==> src/rtl/odio_expander.sv <==
module odio_expander #(
  parameter logic [6:0] ADDR_BASE = 7'h68,
  parameter int STRAP_W = 2
) (
  input  logic               clk,
  input  logic               rst,
  input  logic               scl_i,
  input  logic               sda_i,
  output logic               sda_oe,
  input  logic [STRAP_W-1:0] addr_strap,
  input  logic [7:0]         pin_i,
  output logic [7:0]         pin_oe,
  output logic               irq_oe
);
  typedef enum logic [2:0] {IDLE, ADDR, AACK, WDAT, WACK, RDAT, RACK, SKIP} st_t;

  logic [1:0] scl_sy, sda_sy;
  logic       scl_d, sda_d;
  logic [7:0] pin_m, pin_s;
  st_t        st;
  logic [3:0] cnt;
  logic [7:0] sh, port_q, snap;
  logic       rw, sda_q, irq_q, more;

  always_ff @(posedge clk) begin
    if (rst) begin
      scl_sy <= '1; sda_sy <= '1; scl_d <= 1'b1; sda_d <= 1'b1;
      pin_m <= '1; pin_s <= '1;
    end else begin
      scl_sy <= {scl_sy[0], scl_i};
      sda_sy <= {sda_sy[0], sda_i};
      scl_d  <= scl_sy[1];
      sda_d  <= sda_sy[1];
      pin_m  <= pin_i;
      pin_s  <= pin_m;
    end
  end

  wire scl_s = scl_sy[1];
  wire sda_s = sda_sy[1];
  wire rise  = scl_s & ~scl_d;
  wire fall  = ~scl_s & scl_d;
  wire start = scl_s & scl_d & sda_d & ~sda_s;
  wire stop  = scl_s & scl_d & ~sda_d & sda_s;
  wire [6:0] my_addr = {ADDR_BASE[6:STRAP_W], addr_strap};
  wire capture = (st == AACK) && rise && !start && !stop;

  always_ff @(posedge clk) begin
    if (rst) begin
      st <= IDLE; cnt <= '0; sh <= '0; port_q <= '1; snap <= '1;
      rw <= 1'b0; sda_q <= 1'b0; more <= 1'b0;
    end else if (start) begin
      st <= ADDR; cnt <= '0; sda_q <= 1'b0;
    end else if (stop) begin
      st <= IDLE; sda_q <= 1'b0;
    end else begin
      case (st)
        ADDR, WDAT: begin
          if (rise && cnt != 4'd8) begin
            sh  <= {sh[6:0], sda_s};
            cnt <= cnt + 4'd1;
          end else if (fall && cnt == 4'd8) begin
            cnt <= '0;
            if (st == WDAT) begin
              st <= WACK; sda_q <= 1'b1;
            end else if (sh[7:1] == my_addr) begin
              st <= AACK; sda_q <= 1'b1; rw <= sh[0];
            end else begin
              st <= SKIP;
            end
          end
        end
        AACK: begin
          if (rise) snap <= pin_s;
          else if (fall) begin
            if (rw) begin
              st <= RDAT; sh <= snap; sda_q <= ~snap[7];
            end else begin
              st <= WDAT; sda_q <= 1'b0;
            end
          end
        end
        WACK: begin
          if (rise) port_q <= sh;
          else if (fall) begin
            st <= WDAT; sda_q <= 1'b0;
          end
        end
        RDAT: begin
          if (fall) begin
            if (cnt == 4'd7) begin
              st <= RACK; sda_q <= 1'b0; cnt <= '0;
            end else begin
              sh <= {sh[6:0], 1'b0}; sda_q <= ~sh[6]; cnt <= cnt + 4'd1;
            end
          end
        end
        RACK: begin
          if (rise) more <= ~sda_s;
          else if (fall) begin
            if (more) begin
              st <= RDAT; sh <= snap; sda_q <= ~snap[7];
            end else begin
              st <= SKIP;
            end
          end
        end
        default: ;
      endcase
    end
  end

  always_ff @(posedge clk) begin
    if (rst) irq_q <= 1'b0;
    else if (capture) irq_q <= 1'b0;
    else if (pin_s != snap) irq_q <= 1'b1;
  end

  assign sda_oe = sda_q;
  assign pin_oe = ~port_q;
  assign irq_oe = irq_q;
endmodule

==> config.mk <==
export PLATFORM = sky130hd
export DESIGN_NAME = odio_expander
export DESIGN_NICKNAME = d
export VERILOG_FILES = /design/src/rtl/odio_expander.sv
export SDC_FILE = /design/constraint.sdc
export NUM_CORES = 1
export LEC_CHECK = 0
export BUFFER_PORTS_ARGS = -buffer_cell sky130_fd_sc_hd__buf_4
export CAP_MARGIN = 10
export CELL_PAD_IN_SITES_DETAIL_PLACEMENT = 0
export CELL_PAD_IN_SITES_GLOBAL_PLACEMENT = 2
export CORE_UTILIZATION = 40
export CTS_CLUSTER_DIAMETER = 200
export DETAILED_ROUTE_END_ITERATION = 8
export MAX_ROUTING_LAYER = met4
export PLACE_DENSITY = 0.83
export RECOVER_POWER = 100
export SLEW_MARGIN = 0
export SYNTH_ARGS = -nofsm -noshare
export SYNTH_HDL_FRONTEND = slang
export SYNTH_SLANG_ARGS = --single-unit
==> constraint.sdc <==
create_clock -name clk -period 5.1 [get_ports clk]
set_input_delay 0.765 -clock clk [delete_from_list [all_inputs] [get_ports clk]]
set_output_delay 0.765 -clock clk [all_outputs]
set_load 0.02 [all_outputs]
## Word-level counts from Yosys, hierarchy flattened

Index checks and enable logic that the tools add are counted.

- Register bits: 57
- Logic and storage cells: 143
- Bits of input ports: 14

- Muxes and demuxes: 47
- Bitwise gates (word level): 18
- Eq/ne operators: 37
- Reductions and logical operators: 24
- Add/subtract/negate cells: 1

Operators with widths:

| cell | number |
|---|---|
| two-way mux 8 bit | 9 |
| != test 4 bit, second input constant | 11 |
| two-way mux 3 bit | 13 |
| case mux 8 bit (4 select lines) | 1 |
| != test 2 bit, second input constant | 14 |
| AND reduction 12 bit | 2 |
| AND reduction 11 bit | 2 |
| two-way mux 1 bit | 16 |
| two-way mux 4 bit | 4 |
| AND reduction 4 bit | 4 |
| case mux 3 bit (5 select lines) | 1 |
| inverter 1 bit | 10 |
| equality test 3 bit, second input constant | 3 |
| != test 8 bit | 1 |
| inverter 8 bit | 1 |
| case mux 4 bit (2 select lines) | 1 |
| AND 1 bit | 7 |
| equality test 7 bit | 1 |
| AND reduction 7 bit | 1 |
| nonzero test 7 bit | 1 |
| equality test 3 x 2 -> 1 bit, second input constant | 2 |
| != test 3 bit, second input constant | 2 |
| OR reduction 2 bit | 3 |
| logical AND 1 bit | 5 |
| 11 further kinds | 12 |

## Longest topological paths before layout

Gate-level depths: netlist of run 1.

- Word-level depth: 8
- Mapped depth: 8
- Gate-level depth less buffers: 7

## Worst setup path after synthesis of run 1

Ideal clock, no wire load.

- Path type: input -> register
- Start: input port addr_strap[1]
- End: register sda_q (netlist: sda_oe)
- Arrival: 1681 ps
- Setup slack: 3294 ps
- Buffers on the path: 0
- Setup time: 126 ps
- Stages: 5
- Cells stage by stage: xor2_1 nor4_1 a21oi_1 o211ai_1 o41ai_1

- Longest elaborated chain between the ends: 3

Ends and longest elaborated chain:

| item | RTL line | RTL |
|---|---|---|
| from (decl) | 10 | `input logic [STRAP_W-1:0] addr_strap,` |
| equality test 7 bit | 66 | `end else if (sh[7:1] == my_addr) begin` |
| != test 3 bit (no line) | n/a |  |
| AND reduction 12 bit (no line) | n/a |  |
| to (signal assigned) | 94 | `sh <= {sh[6:0], 1'b0}; sda_q <= ~sh[6]; cnt <= cnt + 4'd1;` |
| to (decl) | 23 | `logic rw, sda_q, irq_q, more;` |

No other way between the ends.
A chain may end at the register's enable or synchronous reset.

## Final worst setup path of run 1

- Start: register st[0]
- End: register sh[0]

- Longest elaborated chain between the ends: 4
- Elaborated cells on any way between the ends: 18

Ends and longest elaborated chain:

| item | RTL line | RTL |
|---|---|---|
| from (decl) | 20 | `st_t st;` |
| from (signal assigned) | 50 | `st <= IDLE; cnt <= '0; sh <= '0; port_q <= '1; snap <= '1;` |
| from (signal assigned) | 53 | `st <= ADDR; cnt <= '0; sda_q <= 1'b0;` |
| from (signal assigned) | 55 | `st <= IDLE; sda_q <= 1'b0;` |
| equality test 3 x 2 -> 1 bit or equality test 3 x 1 -> 1 bit (tied branches) | 57 | `case (st)` |
| OR reduction 2 bit | 57 |  |
| != test 2 bit (no line) or nonzero test 4 bit (tied branches) | n/a |  |
| AND reduction 12 bit (no line) | n/a |  |
| to (signal assigned) | 60 | `sh <= {sh[6:0], sda_s};` |
| to (signal assigned) | 94 |  |
| to (decl) | 22 | `logic [7:0] sh, port_q, snap;` |

Several ways; a longest one is shown, not always the timed one.

==> results of run 1 <==
-- area by class of cell --
| type | instances | area (µm²) | share of cell area |
|---|---|---|---|
| Timing Repair Buffer | 23 | 131.4 | 0.04557 |
| Sequential cell | 57 | 1141 | 0.3958 |
| Tap cell | 77 | 96.34 | 0.03342 |
| Clock buffer | 10 | 137.6 | 0.04774 |
| Clock inverter | 6 | 42.54 | 0.01476 |
| Inverter | 11 | 41.29 | 0.01432 |
| Multi-Input combinational cell | 190 | 1292 | 0.4484 |
-- layout by cell type (no fill, tap or decap), types with 2 or more instances in the layout --
master	synthesis	final
nand3b_1	3	3
a31oi_1	2	2
nand3_1	8	8
xnor2_1	8	8
a211oi_1	4	4
nor2b_1	13	13
o22ai_1	2	2
clkbuf_8	3	10
clkbuf_1	7	11
ha_1	2	2
or2b_2	2	2
nand2_1	8	8
a211oi_2	3	3
nor2_1	29	29
clkinvlp_4	0	2
a211o_1	17	17
mux2i_1	11	11
nor3_1	2	2
and2b_2	2	2
nand2b_1	3	3
a21oi_1	10	10
clkinv_2	0	2
inv_1	11	11
buf_4	0	12
o211ai_1	2	2
or2_2	24	24
o21ai_0	7	7
xor2_1	3	3
dfxtp_1	57	57
nor3b_1	3	3
nor4_1	2	3
-- kinds of logic (layout without fill, tap and decap cells) --
| group | Yosys count | count (layout) | share of synthesized area |
|---|---|---|---|
| compound gates | 58 | 58 | 0.1754 |
| xor+xnor | 11 | 11 | 0.03690 |
| fa+ha+maj | 2 | 2 | 0.009582 |
| buf+inv | 26 | 50 | 0.05846 |
| flops | 57 | 57 | 0.4370 |
| mux | 12 | 12 | 0.04648 |
| simple gates | 107 | 107 | 0.2362 |
-- sequential cells by signal, indices dropped and copies added, names as in the netlist --
register	cells
cnt	4
irq_oe	1
more	1
pin_m	8
pin_s	8
port_q	8
rw	1
scl_d	1
scl_sy	2
sda_d	1
sda_oe	1
sda_sy	2
sh	8
snap	8
st	3
-- routing by layer --
layer,wire [µm],global-route usage
met1,2407,0.2103
met2,1975,0.2156
met4,63,0.07241
met5,0,-
met3,251,0.04044
-- worst max path at each step --
stage / start / endpoint / slack (ns)
after detailed placement: st[1] / snap[3] / 2.22
after global routing: st[0] / sh[0] / 1.23
final: st[0] / sh[0] / 1.55
after floorplan: addr_strap[1] / sda_oe / 3.29
after CTS: st[1] / snap[3] / 2.20
after global placement: st[1] / snap[0] / 2.24
-- through the flow --
step / power (mW) / std cells
after floorplan: 0.5235 / 273
after global placement: 0.5378 / 358
after detailed placement: 0.5379 / 358
after CTS: 0.9162 / 374
after global routing: 0.9410 / 374
final: 0.8973 / 374
-- worst reg2reg max path, stage by stage (launching register included) --
cell     delay [ns]
dfxtp_1        0.59
inv_1          0.16
o311a_2        0.42
nor4_1         1.82
mux2i_1        0.32
nor2_1         0.05
-- power by group --
group	switching, mW	internal (mW)
clock	0.182	0.190
sequential	0.0129	0.459
combinational	0.0259	0.0275
==> results.cfg, run 1 <==
[status]
status = finished, violations left
violations = capacitance limit, slew limit

[critical_path]
reg2regPathDepth = 5
cp.arrival_ns = 3.68
crit_fanout = 15
worstReg2RegEnd = sh[0]
path_buf_inv = 1
timing.rr.start = st[0]
cp.depth = 5
startpoint_type = register
cp.required_ns = 5.23
worst_path_largest_cell_delay_ns = 1.82
slowest_stage = nor4_1
crit_chain = inv_1, o311a_2, nor4_1, mux2i_1, nor2_1
worstSetupPathType = reg -> reg
crit_family = simple AND/OR/NAND/NOR gates
worst_setup_path_end_kind = register
ff2ff_setup_slack_ns = 1.55

[floorplanning]
placementRows = 29
start_util = 0.4136
die_w_um = 82.80
core-area_mm2 = 0.006314
die_h_um = 82.80
io_pins = 24
die_area_mm2 = 0.006855

[clock_network]
clock_latency_ns = 0.33
cts_inserted_buffers = 9
cts-root-buf = clkbuf_8
hold_buffers = 0
cts_max_level = 3
cts_tree = done
post_cts_resized = 0
cts_setup_buffers = 0
clk_pin_slew_worst_paths_ns = 0.07
cts_buffer_depth = 2
cts_sinks = 57

[power]
vdd_drop_max_mv = 0.1514
power_density_mw_per_mm2 = 311.2
p_leak_nw = 1.091

[synthesis]
synth_area_mm2 = 0.002611
synthTopCellsByArea = dfxtp_1 44%, or2_2 5.7%, a211o_1 5.7%, mux2i_1 4.2%, nor2_1 4.2%
ys_ff_latch = 57
ys.warnings.count = 0
async_reset_ff_frac = 0
postSynthCellCount = 273
yosysSeqAreaShare = 0.4370
synth_common_cells = 57 x dfxtp_1, 29 x nor2_1, 24 x or2_2
synth_enable_flop_cells = 0
netlist.area_leader.share = 0.4370
ys_types = 50
synth_top_area_cell = dfxtp_1
synth_nets = 289
yosysMostFrequentCell = dfxtp_1
ys.flop_type = dfxtp_1
syn-mean-instance-area_um2 = 9.565

[global_routing]
grt_pass1_vias = 1619
grt_antenna_before_repair = 0
grt_pass1_wl_mm = 7.679
grt_use_total = 0.1559
grt_max_degree = 54
overflow = 0

[final_layout]
drive_gt1_frac = 0.2222
utilization = 0.4566
n_antenna_cell = 0
final_nets = 308
design_area_mm2 = 0.002883
n_fill_cell = 640
area_growth_pct = 10.40

[placement]
dp_worst_setup_slack_ns = 2.216
place_area_mm2 = 0.002769
port_buffers = 23
gp_congestion = 0.7620
hpwl_mm = 3.169

[min_path]
hp-class = reg -> reg
worstHoldPathCells = 1
min_to = pin_s[7]
hold_start = pin_m[7]

[route]
vias_per_cell = 5.115
drtPass1Iterations = 4
num_vias = 1913
drc_errors = 0
drtIter0Drc = 98
wl_per_cell_um = 12.56
drt-total-wl_mm = 4.698
drtAntennaViolNets = 0

[timing]
whs_ns = 0.4067
fin_crit_sh = 0.6956
rsz0062_at_grt = false
timing.slew.headroom = -0.5390
fmax_mhz = 281.9
tightest_slew_ns = 2.287
setup_viol = 0
period_minus_slack_ns = 3.548
finalHoldViolations = 0
setup_slack_ns = 1.552
fin_skew_ns = 0.009890
maxSlewViolCount = 70
tns_ns = 0

[flow_run]
maxCapViolations = 2
(Power assumes the default switching activity.)
==> run 2, diff against run 1 <==
--- a/config.mk
+++ b/config.mk
@@ -9,11 +9,11 @@
 export CAP_MARGIN = 10
 export CELL_PAD_IN_SITES_DETAIL_PLACEMENT = 0
 export CELL_PAD_IN_SITES_GLOBAL_PLACEMENT = 2
-export CORE_UTILIZATION = 40
+export CORE_UTILIZATION = 37
 export CTS_CLUSTER_DIAMETER = 200
 export DETAILED_ROUTE_END_ITERATION = 8
 export MAX_ROUTING_LAYER = met4
-export PLACE_DENSITY = 0.83
+export PLACE_DENSITY = 0.77
 export RECOVER_POWER = 100
 export SLEW_MARGIN = 0
 export SYNTH_ARGS = -nofsm -noshare
==> constraint.sdc (replaced) <==
create_clock -name clk -period 3.37 [get_ports clk]
set_input_delay 0.5055 -clock clk [delete_from_list [all_inputs] [get_ports clk]]
set_output_delay 0.5055 -clock clk [all_outputs]
set_load 0.02 [all_outputs]
==> results.cfg, run 2 (same netlist as run 1, synthesis figures left out) <==
[global_routing]
grt_max_degree = 54
grt_pass1_wl_mm = 8.597
grt_antenna_before_repair = 0
overflow = 0
grt_pass1_vias = 1776
grt_use_total = 0.1562

[min_path]
hp-class = in -> reg
worstHoldPathCells = 2
min_to = pin_m[7]
hold_start = pin_i[7]

[timing]
setup_viol = 0
fmax_mhz = 400.5
fin_crit_sh = 0.7409
timing.slew.headroom = -0.4799
finalHoldViolations = 0
period_minus_slack_ns = 2.497
tns_ns = 0
maxSlewViolCount = 54
fin_skew_ns = 0.01195
tightest_slew_ns = 2.220
rsz0062_at_grt = false
setup_slack_ns = 0.8731

[route]
drc_errors = 0
drtPass1Iterations = 4
vias_per_cell = 4.767
num_vias = 1883
drtAntennaViolNets = 0
wl_per_cell_um = 12.69
drtIter0Drc = 98
drt-total-wl_mm = 5.013

[critical_path]
ff2ff_setup_slack_ns = 0.87
timing.rr.start = st[0]
cp.arrival_ns = 2.62
crit_fanout = 15
startpoint_type = register
worstReg2RegEnd = sh[0]
reg2regPathDepth = 5
worstSetupPathType = reg -> reg
worst_setup_path_end_kind = register
cp.required_ns = 3.50

[clock_network]
clock_latency_ns = 0.33
post_cts_resized = 0
cts_setup_buffers = 0
cts_inserted_buffers = 9
clk_pin_slew_worst_paths_ns = 0.07
cts_buffer_depth = 2
hold_buffers = 0
cts_tree = done
cts-root-buf = clkbuf_8
cts_max_level = 3
cts_sinks = 57

[placement]
placed_cells = 379
hpwl_mm = 3.305
dp_worst_setup_slack_ns = 1.021
gp_congestion = 0.7776
port_buffers = 23

[final_layout]
final_cell_mix = 57 x dfxtp_1, 29 x nor2_1, 24 x or2_2
area_growth_pct = 12.17
utilization = 0.4311
drive_gt1_frac = 0.2274
final_common_cell = dfxtp_1
fin_cells = 395
final_nets = 310
n_antenna_cell = 0

[power]
p_leak_nw = 1.104
vdd_drop_max_mv = 0.1926
power_mw = 1.354
power_density_mw_per_mm2 = 462.2

[floorplanning]
die_area_mm2 = 0.007398
placementRows = 30
core-area_mm2 = 0.006794
io_pins = 24
die_h_um = 86.01
start_util = 0.3843
die_w_um = 86.01

[flow_run]
maxCapViolations = 1

[status]
status = finished, violations left
violations = capacitance limit, slew limit
==> run 2: cell count changes in the layout (fill, tap and decap cells not counted), sizes merged <==
| cell | change |
|---|---|
| clkinv | +1 |
| clkinvlp | -1 |
| buf | +2 |
| inv | -1 |
| clkbuf | +1 |
==> run 2: cell type report <==
cell class | count | area, µm²
fill | 678 | 3865
multi-input combinational | 190 | 1308
sequential | 57 | 1141
timing repair buffer | 25 | 146.4
clock buffer | 11 | 141.4
tap | 96 | 120.1
inverter | 11 | 41.29
clock inverter | 5 | 31.28
==> run 2: worst max-delay path by stage <==
stage | from | endpoint | slack, ns | depth (start not counted)
final | st[0] | sh[0] | 0.87 | 5
after global routing | st[0] | sh[0] | 0.67 | 5
after CTS | st[0] | sh[0] | 0.99 | 5
after detailed placement | st[0] | sh[0] | 1.02 | 5
after global placement | st[0] | sh[0] | 1.06 | 5
after floorplan | cnt[0] | sh[6] | 1.63 | 8
==> run 2: report_power, final <==
part / total, mW / switching (mW) / internal, mW
combinational: 0.0831 / 0.0409 / 0.0422
sequential: 0.715 / 0.0195 / 0.695
clock: 0.556 / 0.272 / 0.284
total: 1.35 / 0.333 / 1.02
==> run 2: stage by stage <==
stage          hold slack (ns)  cell area [µm²]
6_report                0.3617             2929
3_5_place_dp            0.3923             2808
2_1_floorplan           0.3895             2611
3_3_place_gp            0.3906             2808
5_1_grt                 0.3445             2929
4_1_cts                 0.3440             2980
==> run 2: worst max-delay path, cell delays in order, from the launching register on <==
cell and delay [ns]:
dfxtp_1 0.62, inv_1 0.15, o311a_2 0.45, nor4_4 0.76, mux2i_1 0.26, nor2_1 0.05
==> run 2: routing by layer <==
metal	vias to the layer above	GRT usage	wire length [µm]
met2	36	0.2150	2098
met1	845	0.2119	2676
met3	7	0.03561	160
met5	-	-	0
li1	995	-	-
met4	0	0.08030	77
==> run 3, diff against run 2 <==
--- a/config.mk
+++ b/config.mk
@@ -9,11 +9,11 @@
 export CAP_MARGIN = 10
 export CELL_PAD_IN_SITES_DETAIL_PLACEMENT = 0
 export CELL_PAD_IN_SITES_GLOBAL_PLACEMENT = 2
-export CORE_UTILIZATION = 37
+export CORE_UTILIZATION = 33
 export CTS_CLUSTER_DIAMETER = 200
 export DETAILED_ROUTE_END_ITERATION = 8
 export MAX_ROUTING_LAYER = met4
-export PLACE_DENSITY = 0.77
+export PLACE_DENSITY = 0.73
 export RECOVER_POWER = 100
 export SLEW_MARGIN = 0
 export SYNTH_ARGS = -nofsm -noshare
==> constraint.sdc (replaced) <==
create_clock -name clk -period 2.1 [get_ports clk]
set_input_delay 0.315 -clock clk [delete_from_list [all_inputs] [get_ports clk]]
set_output_delay 0.315 -clock clk [all_outputs]
set_load 0.02 [all_outputs]
==> results.cfg, run 3 (same netlist as run 1, synthesis figures left out) <==
[floorplanning]
core-area_mm2 = 0.007687
die_w_um = 90.96
placementRows = 32
io_pins = 24
die_h_um = 90.96
start_util = 0.3397
die_area_mm2 = 0.008273

[power]
power_density_mw_per_mm2 = 758.8
internal_power_mw = 1.805
combPwrFrac = 0.064
switching_power_mw = 0.5294
vdd_drop_max_mv = 0.3039
clkPwrFrac = 0.446
p_seq_frac = 0.490
p_leak_nw = 1.180
swShare = 0.2268

[route]
num_vias = 1953
vias_per_cell = 4.717
wl_per_cell_um = 12.39
drtPass1Iterations = 4
drtIter0Drc = 113
drt-total-wl_mm = 5.129
drtAntennaViolNets = 0
drc_errors = 0

[global_routing]
grt_pass1_vias = 1755
overflow = 0
grt_pass1_wl_mm = 8.631
grt_max_degree = 54
grt_antenna_before_repair = 0
grt_use_total = 0.1368

[final_layout]
area_growth_pct = 17.82
final_nets = 323
final_common_cell = dfxtp_1
regArea_mm2 = 0.001141
multi_input_area_mm2 = 0.001318
n_fill_cell = 805
n_antenna_cell = 0
drive_gt1_frac = 0.2532
final_cell_mix = 57 x dfxtp_1, 29 x nor2_1, 24 x or2_2

[timing]
tns_ns = 0
maxSlewViolCount = 0
setup_viol = 0
finalHoldViolations = 0
fin_crit_sh = 0.9059
setup_slack_ns = 0.1975
rsz0062_at_grt = false
fin_skew_ns = 0.007850
period_minus_slack_ns = 1.902
tightest_slew_ns = 1.047
timing.slew.headroom = 0.3018
fmax_mhz = 525.6

[placement]
port_buffers = 23
dp_worst_setup_slack_ns = 0.03616
hpwl_mm = 3.521
gp_congestion = 0.7706

[clock_network]
cts_tree = done
clock_latency_ns = 0.33
cts_max_level = 3
cts_buffer_depth = 2
cts_sinks = 57
cts_inserted_buffers = 9
clk_pin_slew_worst_paths_ns = 0.07
cts-root-buf = clkbuf_8

[critical_path]
ff2ff_setup_slack_ns = 0.20
reg2regPathDepth = 8
crit_end = cnt[2]
worst_setup_path_end_kind = register
crit_start = cnt[0]
startpoint_type = register
worstReg2RegEnd = cnt[2]
cp.arrival_ns = 2.17
timing.rr.start = cnt[0]
worstSetupPathType = reg -> reg
cp.required_ns = 2.36
crit_fanout = 5

[status]
status = completed

[min_path]
hp-class = in -> reg

[flow_run]
maxCapViolations = 0
-- run 3: area by class of cell --
cell class	count	area share
sequential	57	0.3709
clock buffer	12	0.05043
inverter	11	0.01342
tap	102	0.04148
timing repair buffer	38	0.07889
multi-input combinational	190	0.4282
clock inverter	4	0.01667
-- run 3: how the worst min path moves through the flow --
| stage | start | end | slack, ns | cells past startpoint |
|---|---|---|---|---|
| after floorplan | pin_m[0] | pin_s[0] | 0.39 | 1 |
| after global routing | pin_i[7] | pin_m[7] | 0.15 | 2 |
| final | pin_i[4] | pin_m[4] | 0.17 | 2 |
| after global placement | pin_m[3] | pin_s[3] | 0.39 | 1 |
| after detailed placement | pin_m[6] | pin_s[6] | 0.39 | 1 |
| after CTS | pin_i[0] | pin_m[0] | 0.15 | 2 |
-- run 3: timing repair --
action                     CTS  global route
resized for setup            0             0
setup endpoints to repair    1             0
setup buffers                1             0
hold buffers                 0             0
-- run 3: layer usage --
metal / vias up / track usage / share of wire
met5: - / - / 0
met4: 0 / 0.06349 / 0.021
met3: 11 / 0.03601 / 0.041
met2: 41 / 0.1913 / 0.42
met1: 880 / 0.1830 / 0.52
li1: 1021 / - / -
-- run 3: power by group through the flow --
stage / registers (mW) / logic, mW / clock network [mW]
2_1_floorplan: 1.16 / 0.110 / 0
3_3_place_gp: 1.17 / 0.147 / 0
3_5_place_dp: 1.17 / 0.148 / 0
4_1_cts: 1.14 / 0.155 / 1.08
5_1_grt: 1.15 / 0.168 / 1.14
6_report: 1.14 / 0.150 / 1.04
-- run 3: through the flow --
| step | instance area, µm² | instances | total power [mW] | hold slack [ns] | util |
|---|---|---|---|---|---|
| after floorplan | 2611 | 273 | 1.271 | 0.3895 | - |
| after global placement | 2905 | 397 | 1.315 | 0.3906 | 0.3779 |
| after detailed placement | 2905 | 397 | 1.316 | 0.3940 | 0.3779 |
| after CTS | 3132 | 414 | 2.380 | 0.1481 | 0.4074 |
| after global routing | 3077 | 414 | 2.452 | 0.1473 | 0.4002 |
| final | 3077 | 414 | 2.335 | 0.1662 | 0.4002 |
-- run 3: worst max-delay path, cell delays in order, from the launching register on --
cell	delay, ns
dfxtp_1	0.37
inv_1	0.07
ha_1	0.19
nand3b_1	0.11
buf_4	0.15
mux2_1	0.17
o221ai_2	0.16
or4b_1	0.49
a21oi_1	0.13
